## config.mk

```make
export PLATFORM = sky130hd
export DESIGN_NAME = rstack_top
export DESIGN_NICKNAME = d
export VERILOG_FILES = /design/src/rtl/rstack_pkg.sv /design/src/rtl/rstack_ctrl.sv /design/src/rtl/rstack_dpath.sv /design/src/rtl/rstack_top.sv
export SDC_FILE = /design/constraint.sdc
export NUM_CORES = 1
export LEC_CHECK = 0
export ABC_AREA = 1
export BUFFER_PORTS_ARGS = -buffer_cell sky130_fd_sc_hd__buf_2
export CAP_MARGIN = 5
export CORE_MARGIN = 10
export CORE_UTILIZATION = 58
export CTS_CLUSTER_DIAMETER = 40
export DETAILED_ROUTE_END_ITERATION = 6
export GPL_TIMING_DRIVEN = 0
export PLACE_DENSITY_LB_ADDON = 0.3
export SYNTH_ARGS = -nofsm -noshare
export SYNTH_HDL_FRONTEND = slang
export SYNTH_HIERARCHICAL = 1
export SYNTH_SLANG_ARGS = --single-unit
```

## constraint.sdc

```tcl
create_clock -name clk -period 3.54 [get_ports clk]
set_input_delay 0.708 -clock clk [delete_from_list [all_inputs] [get_ports clk]]
set_output_delay 0.708 -clock clk [all_outputs]
set_load 0.03 [all_outputs]
```

## src/rtl/rstack_pkg.sv

```systemverilog
package rstack_pkg;
  // Strobes from control to datapath
  typedef struct packed {
    logic doPush;
    logic doPop;
  } stackCtl_t;
endpackage

```

## src/rtl/rstack_ctrl.sv

```systemverilog
module rstack_ctrl #(
  parameter int ADDR_W = 6
) (
  input  logic                   clk,
  input  logic                   rstN,
  input  logic                   pushReq,
  input  logic                   popReq,
  output rstack_pkg::stackCtl_t  ctl,
  output logic [ADDR_W-1:0]      slotSel,
  output logic                   full,
  output logic                   empty,
  output logic                   errPulse
);
  logic [ADDR_W-1:0] sp, spInc, spDec;
  logic wantPush, wantPop;

  always_comb begin
    wantPush   = pushReq && !popReq;
    wantPop    = popReq && !pushReq;
    ctl.doPush = wantPush && !full;
    ctl.doPop  = wantPop && !empty;
    spInc      = sp + ADDR_W'(1);
    spDec      = sp - ADDR_W'(1);
    slotSel    = ctl.doPush ? spInc : sp;
  end

  always_ff @(posedge clk or negedge rstN) begin
    if (!rstN) begin
      sp       <= '0;
      full     <= 1'b0;
      empty    <= 1'b1;
      errPulse <= 1'b0;
    end else begin
      errPulse <= (wantPush && full) || (wantPop && empty);
      if (ctl.doPush) begin
        sp    <= spInc;
        full  <= (spInc == '0);
        empty <= 1'b0;
      end else if (ctl.doPop) begin
        sp    <= spDec;
        empty <= (spDec == '0);
        full  <= 1'b0;
      end
    end
  end

  assert_flags_exclusive_R3: assert property (@(posedge clk) disable iff (!rstN)
    !(full && empty));
  assert_push_step_R2: assert property (@(posedge clk) disable iff (!rstN)
    ctl.doPush |=> (sp == $past(sp) + ADDR_W'(1)) && !empty);
  assert_pop_step_R4: assert property (@(posedge clk) disable iff (!rstN)
    ctl.doPop |=> (sp == $past(sp) - ADDR_W'(1)));
  assert_pop_clears_full_R5: assert property (@(posedge clk) disable iff (!rstN)
    ctl.doPop |=> !full);
  assert_reject_push_R6: assert property (@(posedge clk) disable iff (!rstN)
    (pushReq && !popReq && full) |=> $stable(sp) && full && errPulse);
  assert_reject_pop_R7: assert property (@(posedge clk) disable iff (!rstN)
    (popReq && !pushReq && empty) |=> $stable(sp) && empty && errPulse);
  assert_both_idle_R8: assert property (@(posedge clk) disable iff (!rstN)
    (pushReq && popReq) |=> $stable(sp) && !errPulse);
endmodule

```

## src/rtl/rstack_dpath.sv

```systemverilog
module rstack_dpath #(
  parameter int DATA_W = 8,
  parameter int ADDR_W = 6
) (
  input  logic                  clk,
  input  logic                  rstN,
  input  rstack_pkg::stackCtl_t ctl,
  input  logic [ADDR_W-1:0]     slotSel,
  input  logic [DATA_W-1:0]     pushData,
  output logic [DATA_W-1:0]     popData
);
  localparam int DEPTH = 1 << ADDR_W;

  logic [DATA_W-1:0] slots [DEPTH];

  always_ff @(posedge clk) begin
    if (ctl.doPush) slots[slotSel] <= pushData;
  end

  always_ff @(posedge clk or negedge rstN) begin
    if (!rstN)          popData <= '0;
    else if (ctl.doPop) popData <= slots[slotSel];
  end

  assert_hold_output_R9: assert property (@(posedge clk) disable iff (!rstN)
    !ctl.doPop |=> $stable(popData));
  assert_no_dual_strobe_R8: assert property (@(posedge clk) disable iff (!rstN)
    !(ctl.doPush && ctl.doPop));
endmodule

```

## src/rtl/rstack_top.sv

```systemverilog
module rstack_top #(
  parameter int DATA_W = 8,
  parameter int ADDR_W = 6
) (
  input  logic              clk,
  input  logic              rstN,
  input  logic              pushReq,
  input  logic              popReq,
  input  logic [DATA_W-1:0] pushData,
  output logic [DATA_W-1:0] popData,
  output logic              full,
  output logic              empty,
  output logic              errPulse
);
  rstack_pkg::stackCtl_t ctl;
  logic [ADDR_W-1:0] slotSel;

  rstack_ctrl #(.ADDR_W(ADDR_W)) i_ctrl (
    .clk(clk), .rstN(rstN), .pushReq(pushReq), .popReq(popReq),
    .ctl(ctl), .slotSel(slotSel), .full(full), .empty(empty),
    .errPulse(errPulse)
  );

  rstack_dpath #(.DATA_W(DATA_W), .ADDR_W(ADDR_W)) i_dpath (
    .clk(clk), .rstN(rstN), .ctl(ctl), .slotSel(slotSel),
    .pushData(pushData), .popData(popData)
  );
endmodule

```

Word level (Yosys, flattened, before mapping):

Memory sizes are Yosys's and may differ from the RTL's. A register that Yosys moved wholly into a read port is not among the register bits.
Index checks and enable logic that the tools add are counted.

* memories: 1
* register bits after elaboration: 9
* bits of input ports: 12
* output and inout port bits: 11
* word-level logic and storage cells: 31
* RAM bits: 512

Memories
* i_dpath.slots: depth 64, bits a word 8, rd ports 1, clocked after Yosys merged registers in 1, write ports 1, line rstack_dpath.sv:14 `logic [DATA_W-1:0] slots [DEPTH];`

* reduce and logical (&&, ||, !) cells: 15
* multiplexer cells: 9
* $add $sub $neg: 2

Operator list (count)
* $mux 6: 3
* $logic_not 6->1: 2
* $add 6x1->6 const B: 1
* $logic_and 1x1->1: 6
* $mux 1: 6
* $sub 6x1->6 const B: 1
* $logic_not 1->1: 5
* $reduce_bool 2->1: 1
* $logic_or 1x1->1: 1

Longest topological paths before layout:

Gate-level depths: netlist (run 1).

* word-level depth: 5
* depth in mapped cells: 21
* gate-level depth less buffers: 18

Modules after synthesis:

Netlist (run 1), hierarchy kept.

Modules (own cells, without submodules)
* rstack_dpath: instances 1, cells an instance 2205, area each 22200.0 sq um
* rstack_ctrl: instances 1, cells an instance 107, area each 759.5 sq um

Worst setup path after synthesis (run 1):

Ideal clock, no wire load.

* kind: input to register
* from: in popReq
* to: mem i_dpath.slots[16][0], enable pin
* cell stages on the path: 9
* setup time: 0.370 ns
* data arrival time: 2.439 ns
* slack: 0.731 ns
* required time: 3.170 ns
* path buffers: 1
* cells stage by stage: inv_2 -> nand2_4 -> nor2_8 -> buf_6 -> o21ai_0 -> inv_1 -> nor3_2 -> inv_1 -> nor2_1

RTL lines
* start: declaration: line rstack_top.sv:8 `input logic popReq,`
* end: declaration: line rstack_dpath.sv:14

Worst setup path after layout (run 1):

* from: reg i_ctrl.sp[0]
* to: mem i_dpath.slots[49][3], enable pin

* cells in the longest elaborated chain, start to end: 2

Ends and longest elaborated chain
* start: declaration: line rstack_ctrl.sv:14 `logic [ADDR_W-1:0] sp, spInc, spDec;`
* start signal: assignment: line rstack_ctrl.sv:36 `sp <= spInc;`
* start signal: assignment: line rstack_ctrl.sv:40 `sp <= spDec;`
* $add 6x1->6: line rstack_ctrl.sv:22 `spInc = sp + ADDR_W'(1);`
* $mux 6: line rstack_ctrl.sv:24 `slotSel = ctl.doPush ? spInc : sp;`
* via slotSel[2]: line rstack_top.sv:16 `logic [ADDR_W-1:0] slotSel;`

The timed path passes the listed nets, and every way through them passes these cells.

==> reports/metrics.cfg, run 1 <==
[setup_path]
start_kind = flop
arrival_ns = 3.92
path_class = flop to flop
r2r_setup_slack_ns = -0.16
cp.required_ns = 3.76
cp_max_fo = 10
ff2ff_path_depth = 8
end_kind = flop
crit_start = i_ctrl/sp[0]
crit-reg2reg-launch = i_ctrl/sp[0]
r2r-end = i_dpath/slots[49][3]

[yosys]
synth_area_per_cell_um2 = 9.931
mappedNetlistArea_mm2 = 0.02296
synth_commonest_cells = nand2_1, edfxtp_1, nor2_1, inv_1, buf_2
synth_top_family_by_area = simple AND/OR/NAND/NOR gates
yosysMostFrequentCell = nand2_1
synth_mux_area_share_pct = 0
yosys_most_used_dff = edfxtp_1
syn-instance-count = 2312
synth_top_area_share_pct = 66.96
ys_ff_latch = 529
yosysSeqAreaShare_pct = 68.82
async_reset_ff_share_pct = 3.214
synth.net_count = 2330
synthAdderAreaFrac_pct = 0.3270
yosysUniqueCellTypes = 33
synth_edf_count = 512
ys_top_cells_by_area = edfxtp_1, nand2_1, dfrtp_1, nor2_1, buf_2
yosysTopAreaCell = edfxtp_1
synthXorXnorAreaFrac_pct = 0.07629
synth_compound_area_share_pct = 0.6921
yosysWarnings = 6
synth-simple-area-share_pct = 26.41

[finish]
drive_gt1_share_pct = 13.17
multi_input_area_mm2 = 0.006887
antenna_cells = 0
syn_to_final_growth_pct = 16.52
fillers = 2799
final_core_util_pct = 68.74
seq_area_mm2 = 0.01580
layout.nets = 2432

[clocking]
cts_tree = yes
cts-root-buf = clkbuf_16
clockBufferDepth = 3
numCtsBuffers = 67
ctsHtreeMaxLevel = 3
clkTransAtPathRegs_ns = 0.05
cts_hold_buffers = 0
clk-insertion-delay-late_ns = 0.59
cts.sinks = 529

[power]
seq_power_share_pct = 33.3
p_leak_nw = 11.16
pwr-share-clk_pct = 31.6
max-vdd-ir-drop_mv = 0.4913
powerDensity_mw_per_mm2 = 799.8
power.switching_mw = 8.309
intPower_mw = 13.09
switching_share_pct = 38.83
combPwrFrac_pct = 35.1

[routing]
drc_errors = 7
via_per_inst = 5.612
vias = 16760
drtIter0Drc = 2320
drt_first_pass_iters = 7
wire_per_inst_um = 21.16
drtAntennaViolNets = 0
wl_um = 63190

[timing]
max_freq_mhz = 270.2
setup_ws_ns = -0.1609
setup_violations = 85
tightest_slew_ns = 1.350
post-route-min-period_ns = 3.701
finalMaxSlewViolations = 0
finalClockSkew_ns = 0.02420
slew_headroom_pct = 10.03
hold_slack_ns = 0.05785
grt_setup_unrepaired = true
hold_violations = 0
finalCritPeriodShare_pct = 104.5

[worst_hold_path]
hp-class = primary input to async pin

[grt]
grt-ovfl-total = 0
grt_antenna_before_repair = 0
grt.total_usage_pct = 26.15
grt_max_degree = 65
grt_pass1_wl_um = 93050
grt_pass1_vias = 15310

[die]
die_w_um = 219.0
core_area_mm2 = 0.03892
rows = 72
start_util_pct = 59.00
dieArea_mm2 = 0.04794
die_h_um = 219.0
pin_count = 23

[place]
dp_hpwl_um = 41140
place.gp.congestion = 1.004
io_buffers = 22

[run_status]
outcome = finished, violations left
violations = DRC, setup timing

[run]
drv_cap = 0

==> worst max-delay path by stage <==
| stage | endpoint | depth (start not counted) |
|---|---|---|
| 3_5_place_dp | i_dpath/slots[13][2] | 12 |
| 3_3_place_gp | i_dpath/slots[13][3] | 12 |
| 2_1_floorplan | i_dpath/slots[16][0] | 9 |
| 5_1_grt | i_dpath/slots[49][4] | 8 |
| 6_report | i_dpath/slots[49][3] | 8 |
| 4_1_cts | i_dpath/slots[17][2] | 8 |
==> power groups by stage <==
stage | clock network, mW | registers, mW | logic (mW)
after floorplan | 0 | 7.35 | 4.37
after global placement | 0 | 7.26 | 6.80
after detailed placement | 0 | 7.27 | 6.90
after CTS | 6.81 | 7.14 | 7.08
after global routing | 7.10 | 7.15 | 8.10
final | 6.75 | 7.14 | 7.51
==> flip-flops by register name, summed over array words and instances, names as in the netlist <==
signal,cells
i_ctrl/sp,6
i_ctrl/errPulse,1
i_ctrl/empty,1
i_ctrl/full,1
i_dpath/popData,8
i_dpath/slots,512
==> logic make-up after synthesis <==
group           Yosys count
fa+ha+maj                 6
simple gates           1578
compound gates           28
buf+inv                 169
xor+xnor                  2
flops                   529
==> stage by stage <==
stage | TNS, ns | setup WS, ns | std cells | power, mW | area (um^2)
after floorplan | 0 | 0.7306 | 2312 | 11.72 | 22960
after CTS | -18.93 | -0.2168 | 2975 | 21.03 | 26210
after global routing | -20.73 | -0.2811 | 2986 | 22.34 | 26750
final | -3.905 | -0.1609 | 2986 | 21.40 | 26750
after detailed placement | -306.47 | -1.125 | 2852 | 14.16 | 23720
after global placement | -285.51 | -1.065 | 2852 | 14.06 | 23720
==> cell usage in the layout, fill, tap and decap left out, drive strengths merged <==
cell type / synthesis / final
clkinv: 0 / 23
xor2: 1 / 1
a31oi: 2 / 2
dfstp: 1 / 1
o211ai: 5 / 5
or2: 12 / 12
nor3: 4 / 4
o21ai: 18 / 18
bufinv: 0 / 7
clkbuf: 14 / 92
clkinvlp: 0 / 3
ha: 6 / 6
nand3: 37 / 37
buf: 89 / 122
edfxtp: 512 / 512
nor2: 102 / 102
nand4: 2 / 2
nand2: 1421 / 1421
a21oi: 3 / 3
inv: 66 / 78
dfrtp: 16 / 16
xnor2: 1 / 1
==> routing by layer <==
layer  up-vias  global-route usage (%)  routed length, um
li1       7689                       -                  -
met1      7847                   35.21              23960
met2      1048                   41.14              29140
met3       173                   4.470               7381
met4         0                   11.91               2707
met5         -                       0                  0
==> worst max-delay path, cell delays in order, from the launching register on <==
cell and delay [ns]:
dfrtp_1 0.45, ha_1 0.26, xnor2_1 0.17, or2_0 0.17
o21ai_0 0.13, buf_2 0.28, nor2_1 0.57, nand3_2 0.64
nor2_2 0.68
==> area by class of cell <==
type,instances,area share (%)
inverters,66,0.9728
well taps,518,2.423
flip-flops and latches,529,59.06
clock inverters,45,1.773
repair buffers,33,1.281
multi-input cells,1614,25.74
plain buffers,103,2.207
clock buffers,78,6.538
==> repair_timing <==
item | CTS | global route
resized for setup | 83 | 66
pin swaps | 0 | 6
endpoints found under the setup margin | 504 | 481
buffers inserted | 0 | 7
No activity file was read; power rests on OpenSTA's default activity.
==> run 2: changes to the inputs <==
--- a/config.mk
+++ b/config.mk
@@ -9,11 +9,12 @@
 export BUFFER_PORTS_ARGS = -buffer_cell sky130_fd_sc_hd__buf_2
 export CAP_MARGIN = 5
 export CORE_MARGIN = 10
-export CORE_UTILIZATION = 58
+export CORE_UTILIZATION = 50
 export CTS_CLUSTER_DIAMETER = 40
 export DETAILED_ROUTE_END_ITERATION = 6
 export GPL_TIMING_DRIVEN = 0
 export PLACE_DENSITY_LB_ADDON = 0.3
+export SETUP_SLACK_MARGIN = 0.1
 export SYNTH_ARGS = -nofsm -noshare
 export SYNTH_HDL_FRONTEND = slang
 export SYNTH_HIERARCHICAL = 1
==> run 2 against run 1 <==
The run now ends clean. Worst setup slack better by 0.35 ns. Non-clock buffer count down 2. Flip-flop and latch count unchanged. Utilization down 9.6 points. Clock-buffer cell count down 3. Via count down 1.0%. Clock power up 2%. Combinational power up 0.8%. Power up 0.88%. Sequential share of layout area down 0.17 points. Design area up 0.29%. Largest cell class unchanged.
==> reports/metrics.cfg, run 2 (same netlist as run 1, synthesis figures left out) <==
[timing]
slew_headroom_pct = 7.398
finalClockSkew_ns = 0.01716
max_freq_mhz = 298.8
setup_violations = 0
tightest_slew_ns = 1.389
post-route-min-period_ns = 3.346
setup_tns_ns = 0
grt_setup_unrepaired = false
finalMaxSlewViolations = 0
setup_ws_ns = 0.1936
hold_violations = 0
finalCritPeriodShare_pct = 94.53

[finish]
layoutNonFillerInstCount = 3067
layout.nets = 2431
seq_area_mm2 = 0.01580
final_common_cell = nand2_1
largest_reg_flops = 512
drive_gt1_share_pct = 13.66
final_cell_mix = nand2_1, edfxtp_1, buf_2
antenna_cells = 0
multi_input_area_mm2 = 0.006934
top_regs = i_dpath/slots (512), i_dpath/popData (8), i_ctrl/sp (6)
largest_register = i_dpath/slots
syn_to_final_growth_pct = 16.86
fillers = 3711

[die]
start_util_pct = 50.59
rows = 78
die_w_um = 234.3
die_h_um = 234.3
core_area_mm2 = 0.04538
dieArea_mm2 = 0.05489
pin_count = 23

[power]
power.total_mw = 21.59
max-vdd-ir-drop_mv = 0.5444
p_leak_nw = 11.11
powerDensity_mw_per_mm2 = 804.5

[routing]
wl_um = 64830
drtIter0Drc = 1972
wire_per_inst_um = 21.14
drtAntennaViolNets = 0
drc_errors = 0
vias = 16580
drt_first_pass_iters = 7
via_per_inst = 5.407

[setup_path]
path_class = flop to flop
start_kind = flop
crit-reg2reg-launch = i_ctrl/full
cp.required_ns = 3.80
ff2ff_path_depth = 9
max_stage_delay_ns = 0.53
r2r_setup_slack_ns = 0.19
arrival_ns = 3.61
path_cells = nor2_8 -> buf_6 -> o21ai_0 -> buf_2 -> nand2_1 -> nor2_2 -> clkinvlp_4 -> buf_4 -> nor2_4
end_kind = flop
slowest_stage = o21ai_0
crit_start = i_ctrl/full
r2r-end = i_dpath/slots[59][4]
cp_max_fo = 11

[clocking]
clk-insertion-delay-late_ns = 0.60
cts-root-buf = clkbuf_16
cts_tree = yes
clockBufferDepth = 3
cts.sinks = 529
clkTransAtPathRegs_ns = 0.05
ctsHtreeMaxLevel = 3
numCtsBuffers = 68

[place]
io_buffers = 22
placedCellCount = 2934
dp_hpwl_um = 42470
place.gp.congestion = 0.9606
pre_cts_slack_ns = -1.090

[grt]
grt-ovfl-total = 0
grt.total_usage_pct = 23.90
grt_pass1_wl_um = 96710
grt_antenna_before_repair = 0
grt_pass1_vias = 15910
grt_max_degree = 65

[worst_hold_path]
hp-class = primary input to async pin

[run]
drv_cap = 0

[run_status]
outcome = completed

[run 2: critical path, delay by kind of cell (launching register included)]
kind	cells	cell delay, ns
AOI/OAI and AO/OA	1	0.53
buffers and inverters	4	1.08
DFF	1	0.45
and+or+nand+nor	4	0.96
[run 2: metrics by stage]
step                instance area [um^2]  utilization, %  hold slack (ns)
finish                             26830           59.12          0.04466
global route                       26830           59.12          0.07323
CTS                                26540           58.49          0.03506
detailed placement                 23820           52.49           0.5064
global placement                   23820           52.49           0.4968
floorplan                          22960               -           0.4124
[run 2: metal layers]
layer | share of wire (%) | track usage (%)
met3 | 10 | 4.013
met4 | 3.0 | 9.373
met1 | 41 | 33.03
met2 | 46 | 37.31
met5 | 0 | 0
[run 2: power breakdown]
part	switching, mW	internal, mW
Combinational	5.62	1.96
Sequential	0.0835	7.06
Clock	2.71	4.16
[run 2: worst max-delay path by stage]
stage | to
after floorplan | i_dpath/slots[16][0]
after global placement | i_dpath/slots[13][5]
after detailed placement | i_dpath/slots[13][5]
after CTS | i_dpath/slots[50][6]
after global routing | i_dpath/slots[56][4]
final | i_dpath/slots[59][4]
[run 2: timing repair]
item,CTS,global route
pin swaps,0,5
resized for setup,123,37
gates cloned,0,0
endpoints found under the setup margin,512,513
buffers inserted,0,8
hold endpoints to repair,0,0
hold buffers,0,0
[run 2: layout make-up]
cell class	instances	share of cell area, %
plain buffers	103	2.201
clock buffers	75	6.557
clock inverters	49	1.917
inverters	66	0.9980
multi-input cells	1614	25.84
flip-flops and latches	529	58.89
well taps	600	2.798
repair buffers	31	0.7928
==> run 3: changes to the inputs <==
--- a/config.mk
+++ b/config.mk
@@ -13,7 +13,7 @@
 export CTS_CLUSTER_DIAMETER = 40
 export DETAILED_ROUTE_END_ITERATION = 6
 export GPL_TIMING_DRIVEN = 0
-export PLACE_DENSITY_LB_ADDON = 0.3
+export PLACE_DENSITY = 0.73
 export SETUP_SLACK_MARGIN = 0.1
 export SYNTH_ARGS = -nofsm -noshare
 export SYNTH_HDL_FRONTEND = slang
==> run 3 against run 2 <==
The run now ends with DRC left. Worst setup slack worse by 0.14 ns. Critical endpoint is now i_dpath/slots[9][7]. Sequential power hardly changed. First-iteration DRC count is 1.5% higher. Design area rose by 1.5%.
==> reports/metrics.cfg, run 3 (same netlist as run 1, synthesis figures left out) <==
[run_status]
violations = DRC
outcome = finished, violations left

[setup_path]
crit-reg2reg-launch = i_ctrl/sp[0]
end_kind = flop
cp_max_fo = 10
start_kind = flop
path_class = flop to flop
cp.required_ns = 3.78
max_stage_delay_ns = 0.63
crit_family = simple AND/OR/NAND/NOR gates
r2r_setup_slack_ns = 0.05
crit_buf_inv = 1
r2r-end = i_dpath/slots[9][7]
arrival_ns = 3.73
slowest_stage = nand3_2
path_cells = ha_1 -> xnor2_1 -> or2_0 -> o21ai_0 -> buf_2 -> nor2_1 -> nand3_2 -> nor2_4
ff2ff_path_depth = 8

[clocking]
clkTransAtPathRegs_ns = 0.06
clockBufferDepth = 3
cts-root-buf = clkbuf_16
clk-insertion-delay-late_ns = 0.61
cts.sinks = 529
ctsHtreeMaxLevel = 3
cts_tree = yes
numCtsBuffers = 70
cts_hold_buffers = 0

[routing]
drtAntennaViolNets = 0
wl_um = 65310
drtIter0Drc = 2002
wire_per_inst_um = 21.14
drc_errors = 4
via_per_inst = 5.465
vias = 16880
drt_first_pass_iters = 7

[timing]
tightest_slew_ns = 1.323
finalCritPeriodShare_pct = 98.61
grt_setup_unrepaired = true
post-route-min-period_ns = 3.491
finalClockSkew_ns = 0.03124
hold_violations = 0
finalMaxSlewViolations = 0
setup_violations = 0
max_freq_mhz = 286.5
slew_headroom_pct = 11.82
hold_slack_ns = 0.1022

[finish]
top_regs = i_dpath/slots (512), i_dpath/popData (8), i_ctrl/sp (6)
multi_input_area_mm2 = 0.006902
final_cell_mix = nand2_1, edfxtp_1, buf_2
final_common_cell = nand2_1
syn_to_final_growth_pct = 18.63
final_area_mm2 = 0.02724
seq_area_mm2 = 0.01580
layout.nets = 2450
drive_gt1_share_pct = 14.10
antenna_cells = 0
largest_register = i_dpath/slots
largest_reg_flops = 512
final_core_util_pct = 60.02
fillers = 3611

[grt]
grt-ovfl-total = 0
grt_pass1_wl_um = 95450
met1_usage_pct = 30.81
use_met3_pct = 4.931
grt_pass1_vias = 16000
grt_max_degree = 65
grt.total_usage_pct = 23.49
grtUsageMet2_pct = 36.83
grt_antenna_before_repair = 0
busiest_layer = met2

[power]
pwr-share-clk_pct = 32.7
p_leak_nw = 11.31
switching_share_pct = 38.68
seq_power_share_pct = 33.1
combPwrFrac_pct = 34.3
max-vdd-ir-drop_mv = 0.5812
power.total_mw = 21.61
powerDensity_mw_per_mm2 = 793.3
intPower_mw = 13.25
power.switching_mw = 8.358

[place]
place.gp.congestion = 0.9831
io_buffers = 22
dpl_cell_area_mm2 = 0.02386
dp_hpwl_um = 42170

[die]
die_w_um = 234.3
rows = 78
die_h_um = 234.3
core_area_mm2 = 0.04538
start_util_pct = 50.59
pin_count = 23
dieArea_mm2 = 0.05489

[worst_hold_path]
hp-class = primary input to async pin

[run]
drv_cap = 0

-- run 3: cell types whose count changed in the layout (fill, tap and decap cells not counted), moves of 4 or more --
cell / delta
buf_12: +19
buf_4: -5
clkbuf_16: +5
clkinv_1: +4
clkinvlp_4: -5
-- run 3: power groups by stage --
stage | sequential (mW) | combinational (mW) | clock, mW
6_report | 7.14 | 7.40 | 7.06
5_1_grt | 7.16 | 8.06 | 7.40
4_1_cts | 7.14 | 7.03 | 7.13
3_5_place_dp | 7.27 | 6.81 | 0
3_3_place_gp | 7.27 | 6.73 | 0
2_1_floorplan | 7.35 | 4.37 | 0
-- run 3: layout make-up --
type | instances | area share, %
sequential | 529 | 58.02
multi-input combinational | 1614 | 25.34
clock buffer | 80 | 6.882
tap | 600 | 2.756
buffer | 103 | 2.168
timing repair buffer | 48 | 2.095
clock inverter | 49 | 1.773
inverter | 66 | 0.9693
-- run 3: how the worst max path moves through the flow --
stage | start | endpoint | slack, ns | cells past startpoint
finish | i_ctrl/sp[0] | i_dpath/slots[9][7] | 0.05 | 8
global route | i_ctrl/sp[0] | i_dpath/slots[47][0] | -0.06 | 10
CTS | i_ctrl/sp[0] | i_dpath/slots[25][3] | 0.02 | 8
detailed placement | popReq | i_dpath/slots[12][1] | -0.98 | 12
global placement | popReq | i_dpath/slots[12][1] | -0.97 | 12
floorplan | popReq | i_dpath/slots[16][0] | 0.73 | 9
-- run 3: worst register-to-register path, stage by stage (launching register included) --
cell and delay (ns):
dfrtp_1 0.44, ha_1 0.25, xnor2_1 0.20, or2_0 0.17, o21ai_0 0.09, buf_2 0.28, nor2_1 0.52, nand3_2 0.63
nor2_4 0.56
-- run 3: repair_timing --
action,4_1_cts,5_1_grt
cloned,0,0
buffers inserted,1,21
resized for setup,107,46
setup endpoints to repair,512,481
pin swaps,1,16
-- run 3: routing by layer --
layer	routed length, um	up-vias
met5	0	-
met4	2953	0
met3	6978	200
met2	30050	976
met1	25320	7974
li1	-	7731
-- run 3: metrics by stage --
step	setup TNS (ns)	setup slack [ns]	std cells
3_3_place_gp	-273.71	-0.9730	2934
4_1_cts	0	0.01738	3066
2_1_floorplan	0	0.7306	2312
6_report	0	0.04904	3089
5_1_grt	-1.196	-0.06212	3089
3_5_place_dp	-296.47	-0.9762	2936
